**config.mk**
```make
export PLATFORM = sky130hd
export DESIGN_NAME = i2c_scl_timer
export DESIGN_NICKNAME = d
export VERILOG_FILES = /design/src/rtl/i2c_scl_pkg.sv /design/src/rtl/i2c_scl_calc.sv /design/src/rtl/i2c_scl_cnt.sv /design/src/rtl/i2c_scl_timer.sv
export SDC_FILE = /design/constraint.sdc
export NUM_CORES = 1
export LEC_CHECK = 0
export ABC_AREA = 1
export BUFFER_PORTS_ARGS = -buffer_cell sky130_fd_sc_hd__buf_2
export CORE_MARGIN = 3
export CORE_UTILIZATION = 37
export DETAILED_ROUTE_END_ITERATION = 10
export PLACE_DENSITY_LB_ADDON = 0.3
export SKIP_CTS_REPAIR_TIMING = 1
export SYNTH_ARGS = -nofsm -noshare
export SYNTH_HDL_FRONTEND = slang
export SYNTH_HIERARCHICAL = 1
export SYNTH_SLANG_ARGS = --single-unit
```
**constraint.sdc**
```tcl
create_clock -name clk -period 10.38 [get_ports clk]
set_input_delay 1.038 -clock clk [delete_from_list [all_inputs] [get_ports clk]]
set_output_delay 1.038 -clock clk [all_outputs]
set_load 0.05 [all_outputs]
```
**src/rtl/i2c_scl_pkg.sv**
```systemverilog
`timescale 1ns/1ps
package i2c_scl_pkg;
  typedef enum logic [1:0] {
    PH_START   = 2'd0,
    PH_BIT     = 2'd1,
    PH_RESTART = 2'd2,
    PH_STOP    = 2'd3
  } phase_e;

  typedef enum logic [1:0] {
    ST_IDLE = 2'd0,
    ST_LOW  = 2'd1,
    ST_HIGH = 2'd2,
    ST_HOLD = 2'd3
  } state_e;
endpackage

```
**src/rtl/i2c_scl_calc.sv**
```systemverilog
`timescale 1ns/1ps
module i2c_scl_calc #(
  parameter int CW = 16
) (
  input  logic [CW-1:0] cfg_period,
  input  logic [CW-1:0] cfg_low,
  input  logic [CW-1:0] cfg_edge_setup,
  input  logic [CW-1:0] cfg_data_setup,
  output logic [CW-1:0] low_len,
  output logic [CW-1:0] high_len,
  output logic [CW-1:0] setup_len,
  output logic [CW-1:0] drive_idx,
  output logic [CW-1:0] sample_idx
);
  localparam logic [CW-1:0] ONE = {{(CW-1){1'b0}}, 1'b1};

  // zero is read as one so that no counter can stall
  function automatic logic [CW-1:0] eff(input logic [CW-1:0] v);
    return (v == '0) ? ONE : v;
  endfunction

  // high time is what remains of the period, at least one cycle
  function automatic logic [CW-1:0] high_of(input logic [CW-1:0] p, input logic [CW-1:0] l);
    return (p > l) ? (p - l) : ONE;
  endfunction

  // low-phase index at which the new bit goes out
  function automatic logic [CW-1:0] drive_of(input logic [CW-1:0] l, input logic [CW-1:0] d);
    return (l > d) ? (l - d) : '0;
  endfunction

  logic [CW-1:0] period_len, dsu_len;

  always_comb begin
    period_len = eff(cfg_period);
    low_len    = eff(cfg_low);
    setup_len  = eff(cfg_edge_setup);
    dsu_len    = eff(cfg_data_setup);
    high_len   = high_of(period_len, low_len);
    drive_idx  = drive_of(low_len, dsu_len);
    sample_idx = high_len >> 1;
  end
endmodule

```
**src/rtl/i2c_scl_cnt.sv**
```systemverilog
`timescale 1ns/1ps
module i2c_scl_cnt #(
  parameter int CW = 16
) (
  input  logic          clk,
  input  logic          rst_n,
  input  logic          clr,
  input  logic          en,
  input  logic [CW-1:0] limit,
  output logic [CW-1:0] count,
  output logic          last
);
  assign last = en && (count == limit - 1'b1);

  always_ff @(posedge clk or negedge rst_n) begin
    if (!rst_n)    count <= '0;
    else if (clr)  count <= '0;
    else if (en)   count <= last ? '0 : count + 1'b1;
  end

  // a limit of at least one keeps the count inside its window
  assert_cnt_bound_R2: assert property (@(posedge clk) disable iff (!rst_n)
    (en && !clr) |-> (count < limit));
endmodule

```
**src/rtl/i2c_scl_timer.sv**
```systemverilog
`timescale 1ns/1ps
module i2c_scl_timer #(
  parameter int CW = 16
) (
  input  logic          clk,
  input  logic          rst_n,
  input  logic [CW-1:0] cfg_period,
  input  logic [CW-1:0] cfg_low,
  input  logic [CW-1:0] cfg_edge_setup,
  input  logic [CW-1:0] cfg_data_setup,
  input  logic          req_valid,
  input  logic [1:0]    req_kind,
  input  logic          req_bit,
  output logic          req_ready,
  input  logic          scl_in,
  input  logic          sda_in,
  output logic          scl_drive_low,
  output logic          sda_drive_low,
  output logic          drive_strobe,
  output logic          sample_strobe,
  output logic          sample_bit,
  output logic          phase_done
);
  import i2c_scl_pkg::*;

  logic [CW-1:0] low_len, high_len, setup_len, drive_idx, sample_idx;
  logic [CW-1:0] cnt_val, cnt_limit;
  logic          cnt_clr, cnt_en, cnt_last;
  state_e        state;
  phase_e        kind;
  logic          bit_q, park_q, sda_q, smp_q;
  logic          accept;

  i2c_scl_calc #(.CW(CW)) u_calc (
    .cfg_period(cfg_period), .cfg_low(cfg_low),
    .cfg_edge_setup(cfg_edge_setup), .cfg_data_setup(cfg_data_setup),
    .low_len(low_len), .high_len(high_len), .setup_len(setup_len),
    .drive_idx(drive_idx), .sample_idx(sample_idx)
  );

  i2c_scl_cnt #(.CW(CW)) u_cnt (
    .clk(clk), .rst_n(rst_n), .clr(cnt_clr), .en(cnt_en),
    .limit(cnt_limit), .count(cnt_val), .last(cnt_last)
  );

  // counter steering per state
  always_comb begin
    cnt_clr   = (state == ST_IDLE);
    cnt_en    = 1'b0;
    cnt_limit = low_len;
    unique case (state)
      ST_LOW:  begin cnt_en = 1'b1;   cnt_limit = low_len; end
      ST_HIGH: begin cnt_en = scl_in; cnt_limit = (kind == PH_BIT) ? high_len : setup_len; end
      ST_HOLD: begin cnt_en = 1'b1;   cnt_limit = setup_len; end
      default: begin cnt_en = 1'b0;   cnt_limit = low_len; end
    endcase
  end

  // named events
  assign accept        = req_valid && (state == ST_IDLE);
  assign drive_strobe  = (state == ST_LOW) && (kind == PH_BIT) && (cnt_val == drive_idx);
  assign sample_strobe = (state == ST_HIGH) && (kind == PH_BIT) && scl_in && (cnt_val == sample_idx);
  assign phase_done    = ((state == ST_HIGH) && cnt_last && (kind != PH_RESTART))
                      || ((state == ST_HOLD) && cnt_last);

  assign req_ready     = (state == ST_IDLE);
  assign scl_drive_low = (state == ST_LOW) || ((state == ST_IDLE) && park_q);
  assign sda_drive_low = sda_q;
  assign sample_bit    = smp_q;

  always_ff @(posedge clk or negedge rst_n) begin
    if (!rst_n) begin
      state  <= ST_IDLE;
      kind   <= PH_START;
      bit_q  <= 1'b1;
      park_q <= 1'b0;
      sda_q  <= 1'b0;
      smp_q  <= 1'b1;
    end else begin
      if (sample_strobe) smp_q <= sda_in;
      unique case (state)
        ST_IDLE: if (accept) begin
          kind  <= phase_e'(req_kind);
          bit_q <= req_bit;
          unique case (phase_e'(req_kind))
            PH_START:   begin state <= ST_HOLD; sda_q <= 1'b1; end
            PH_BIT:     state <= ST_LOW;
            PH_RESTART: begin state <= ST_LOW;  sda_q <= 1'b0; end
            default:    begin state <= ST_LOW;  sda_q <= 1'b1; end
          endcase
        end
        ST_LOW: begin
          if (drive_strobe) sda_q <= ~bit_q;
          if (cnt_last)     state <= ST_HIGH;
        end
        ST_HIGH: if (cnt_last) begin
          unique case (kind)
            PH_RESTART: begin state <= ST_HOLD; sda_q <= 1'b1; end
            PH_STOP:    begin state <= ST_IDLE; sda_q <= 1'b0; park_q <= 1'b0; end
            default:    begin state <= ST_IDLE; park_q <= 1'b1; end
          endcase
        end
        default: if (cnt_last) begin
          state  <= ST_IDLE;
          park_q <= 1'b1;
        end
      endcase
    end
  end

  // drive and sample points never coincide
  assert_strobe_excl_R5: assert property (@(posedge clk) disable iff (!rst_n)
    $onehot0({drive_strobe, sample_strobe}));
  // a stretched clock freezes the high count
  assert_stretch_hold_R4: assert property (@(posedge clk) disable iff (!rst_n)
    (state == ST_HIGH && !scl_in) |=> $stable(cnt_val));
  // data stays put while SCL is high in a bit phase
  assert_sda_steady_R6: assert property (@(posedge clk) disable iff (!rst_n)
    (state == ST_HIGH && kind == PH_BIT) |=> $stable(sda_drive_low));
  // the end of a phase is followed by readiness
  assert_done_ready_R10: assert property (@(posedge clk) disable iff (!rst_n)
    phase_done |=> req_ready);
  // both lines released after STOP
  assert_stop_release_R8: assert property (@(posedge clk) disable iff (!rst_n)
    (phase_done && kind == PH_STOP) |=> (!scl_drive_low && !sda_drive_low));
endmodule

```
==> results.toml <==
[power]
p_leak_nw = 3.729
power_density_mw_per_mm2 = 98.94
switching_share_pct = 49.74
power.share.clock_pct = 17.5
power_frac_seq_pct = 24.9
p_total_w = 0.0006381
pwr-share-comb_pct = 57.6
p_int_w = 0.0003207
peakVddDrop_mv = 0.07037
power_switching_w = 0.0003174

[detailed_routing]
drt_first_pass_iters = 5
drt_iter0_drc = 430
viasPerCell = 4.889
vias = 6635
drc = 0
routed_wl_mm = 18.76
ant_nets = 0
wl_per_cell_um = 13.82

[worst_hold_path]
hold_path.class = "flip-flop to flip-flop"

[global_route]
grt_pass1_wl_mm = 30.46
track_usage_pct = 20.74
use_met2_pct = 35.68
grt_pass1_vias = 6099
grt_max_degree = 25
use_met1_pct = 28.09
grt_antenna_before_repair = 0
grtUsageMet3_pct = 2.251
grt_overflow_total = 0
grt.busiest_layer = "met2"

[logic_synthesis]
synth_warnings = 6
syn_inst = 1133
ys_seq_area_share_pct = 9.948
syn_area_per_cell_um2 = 5.350
synth_area_leaders = "nand2_1, inv_1, dfrtp_1"
async_flop_share_pct = 100.0
synth_cell_types = 44
synth_ff_type = "dfrtp_1"
synth_seq_cells = 24
synth_top_area_share_pct = 23.84
synth_edf_count = 0
synth_top_cell_by_area = "nand2_1"
synth_area_mm2 = 0.006062
synth_fp_nets = 1245

[worst_setup_path]
worst-path-max-fanout = 15
cpPeakStageDelay_ps = 390
worst-r2r-setup-slack_ps = 5600
cp_slowest_cell = "fa_1"
worstSetupStartpointType = "input pin"
crit_type = "input pin to primary output"
crit_path_frequent_cell = "nand2_1"
end_kind = "primary output"
cp.arrival_ps = 5700
cp_data_required_time_ps = 9340

[clocking]
root_buffer = "clkbuf_16"
clk_path_buf_depth = 2
htreeDepth = 1
numCtsBuffers = 3
clk_latency_ps = 260
cts_tree = "done"
clkSlewWorstSetupHoldPaths_ps = 60
cts.sinks = 24

[floorplan]
core_mm2 = 0.01594
start_util_pct = 38.02
fp.dieW_um = 134
die_h_um = 134
rows = 46
die_area_mm2 = 0.01796
io-pin-count = 79

[run]
cap_violations = 0

[sta]
min_period_ps = 6740
period_share_pct = 64.93
fin_ws_ps = 3640
worst_pin_slew_ps = 1091
fmax_ghz = 0.1484
tns_ps = 0
hold_viol_final = 0
slew_viol_final = 0
timing.slew.headroom_pct = 26.98
skew_ps = 5.825
setup_violations = 0
rsz0062_at_grt = "false"

[outcome]
status = "complete, no violations"

[layout]
final_common_cell = "nand2_1"
layout-drive-gt1-share_pct = 13.50
fillerInstances = 1824
multi_input_comb_area_mm2 = 0.004355
regArea_um2 = 603.1
layout.nets = 1254
antenna_cells = 0
synthToLayoutAreaGrowth_pct = 6.398
final_cell_mix = "nand2_1, inv_1, nor2_1, buf_2, nand3_1"

[placed_design]
gp_congestion = 0.9424
hpwl_mm = 15.90
port_buffers = 78
dpl_worst_slack_ps = 3712
==> area by class of cell <==
cell class / count / area share [%]
Inverter: 193 / 11.25
Multi-Input combinational cell: 842 / 67.53
Sequential cell: 24 / 9.350
Clock buffer: 3 / 1.164
Timing Repair Buffer: 78 / 6.052
Tap cell: 216 / 4.190
Clock inverter: 1 / 0.4656
==> kinds of logic (layout without fill, tap and decap cells) <==
| family | count (synthesis) | count (layout) | synth area share, % |
|---|---|---|---|
| buffers and inverters | 267 | 275 | 18.20 |
| DFF | 24 | 24 | 9.948 |
| AOI/OAI and AO/OA | 99 | 99 | 9.370 |
| and+or+nand+nor | 664 | 664 | 48.42 |
| adders and majority gates | 40 | 40 | 8.504 |
| xor gates and xnor gates | 38 | 38 | 5.490 |
| other | 1 | 1 | 0.06186 |
==> per-layer routing <==
| layer | routed length, um | part of all wire, % |
|---|---|---|
| met4 | 435 | 2.3 |
| met2 | 8726 | 47 |
| met5 | 0 | 0 |
| met3 | 1052 | 5.6 |
| met1 | 8544 | 46 |
==> power by group through the flow <==
stage	clock [W]	combinational (W)	sequential, W
after floorplan	0	0.000296	0.000137
final	0.000112	0.000368	0.000159
after global routing	0.000118	0.000418	0.000162
after CTS	0.000114	0.000364	0.000159
after global placement	0	0.000360	0.000160
after detailed placement	0	0.000362	0.000160
==> stage by stage <==
step	hold slack (ps)	std cells	utilization [%]	area, um2
after floorplan	446.0	1133	-	6062
after global placement	452.6	1353	39.80	6345
after detailed placement	457.9	1353	39.80	6345
after CTS	467.5	1357	40.46	6450
after global routing	481.0	1357	40.46	6450
final	464.9	1357	40.46	6450
==> final timing paths <==
| path | startpoint | depth (start not counted) | to |
|---|---|---|---|
| max in group asynchronous | rst_n | 1 | bit_q$_DFFE_PN1P_ |
| min in group asynchronous | rst_n | 1 | u_cnt/count[4]$_DFFE_PN0P_ |
| hold / removal | sample_bit$_DFFE_PN1P_ | 2 | sample_bit$_DFFE_PN1P_ |
| setup reg to reg | state[0]$_DFFE_PN0P_ | 26 | state[0]$_DFFE_PN0P_ |
| hold reg to reg | sample_bit$_DFFE_PN1P_ | 2 | sample_bit$_DFFE_PN1P_ |
| setup / recovery | cfg_low[1] | 34 | phase_done |
==> flip-flops by register name (all words and copies together), names as in the netlist <==
name           count
sample_bit         1
bit_q              1
park_q             1
state              2
kind               2
u_cnt/count       16
sda_drive_low      1
==> synthesized netlist by cell type (3+ instances only) <==
cell / count
a31oi_1: 3
nand2_4: 4
a21oi_1: 36
and2_1: 3
nor3_1: 12
xor2_1: 18
o21ai_0: 32
nand4_1: 10
nor2_2: 20
nor2_4: 7
nor4_1: 13
buf_2: 4
o211ai_1: 16
buf_4: 17
o22ai_1: 4
dfrtp_1: 22
inv_2: 7
xnor2_1: 20
clkbuf_1: 50
nand2_1: 385
nand3_1: 56
or2_2: 4
nand2_2: 14
nand3_2: 7
nor2_1: 113
inv_1: 183
nand3b_1: 11
ha_1: 38
==> critical path: cells and delay by family <==
| kind | cells | cell delay (ps) |
|---|---|---|
| AO/OA/AOI/OAI | 4 | 560 |
| adder cells (fa/ha/maj) | 3 | 800 |
| buffers and inverters | 6 | 890 |
| AND/OR/NAND/NOR | 21 | 2380 |
(Power assumes the default switching activity.)
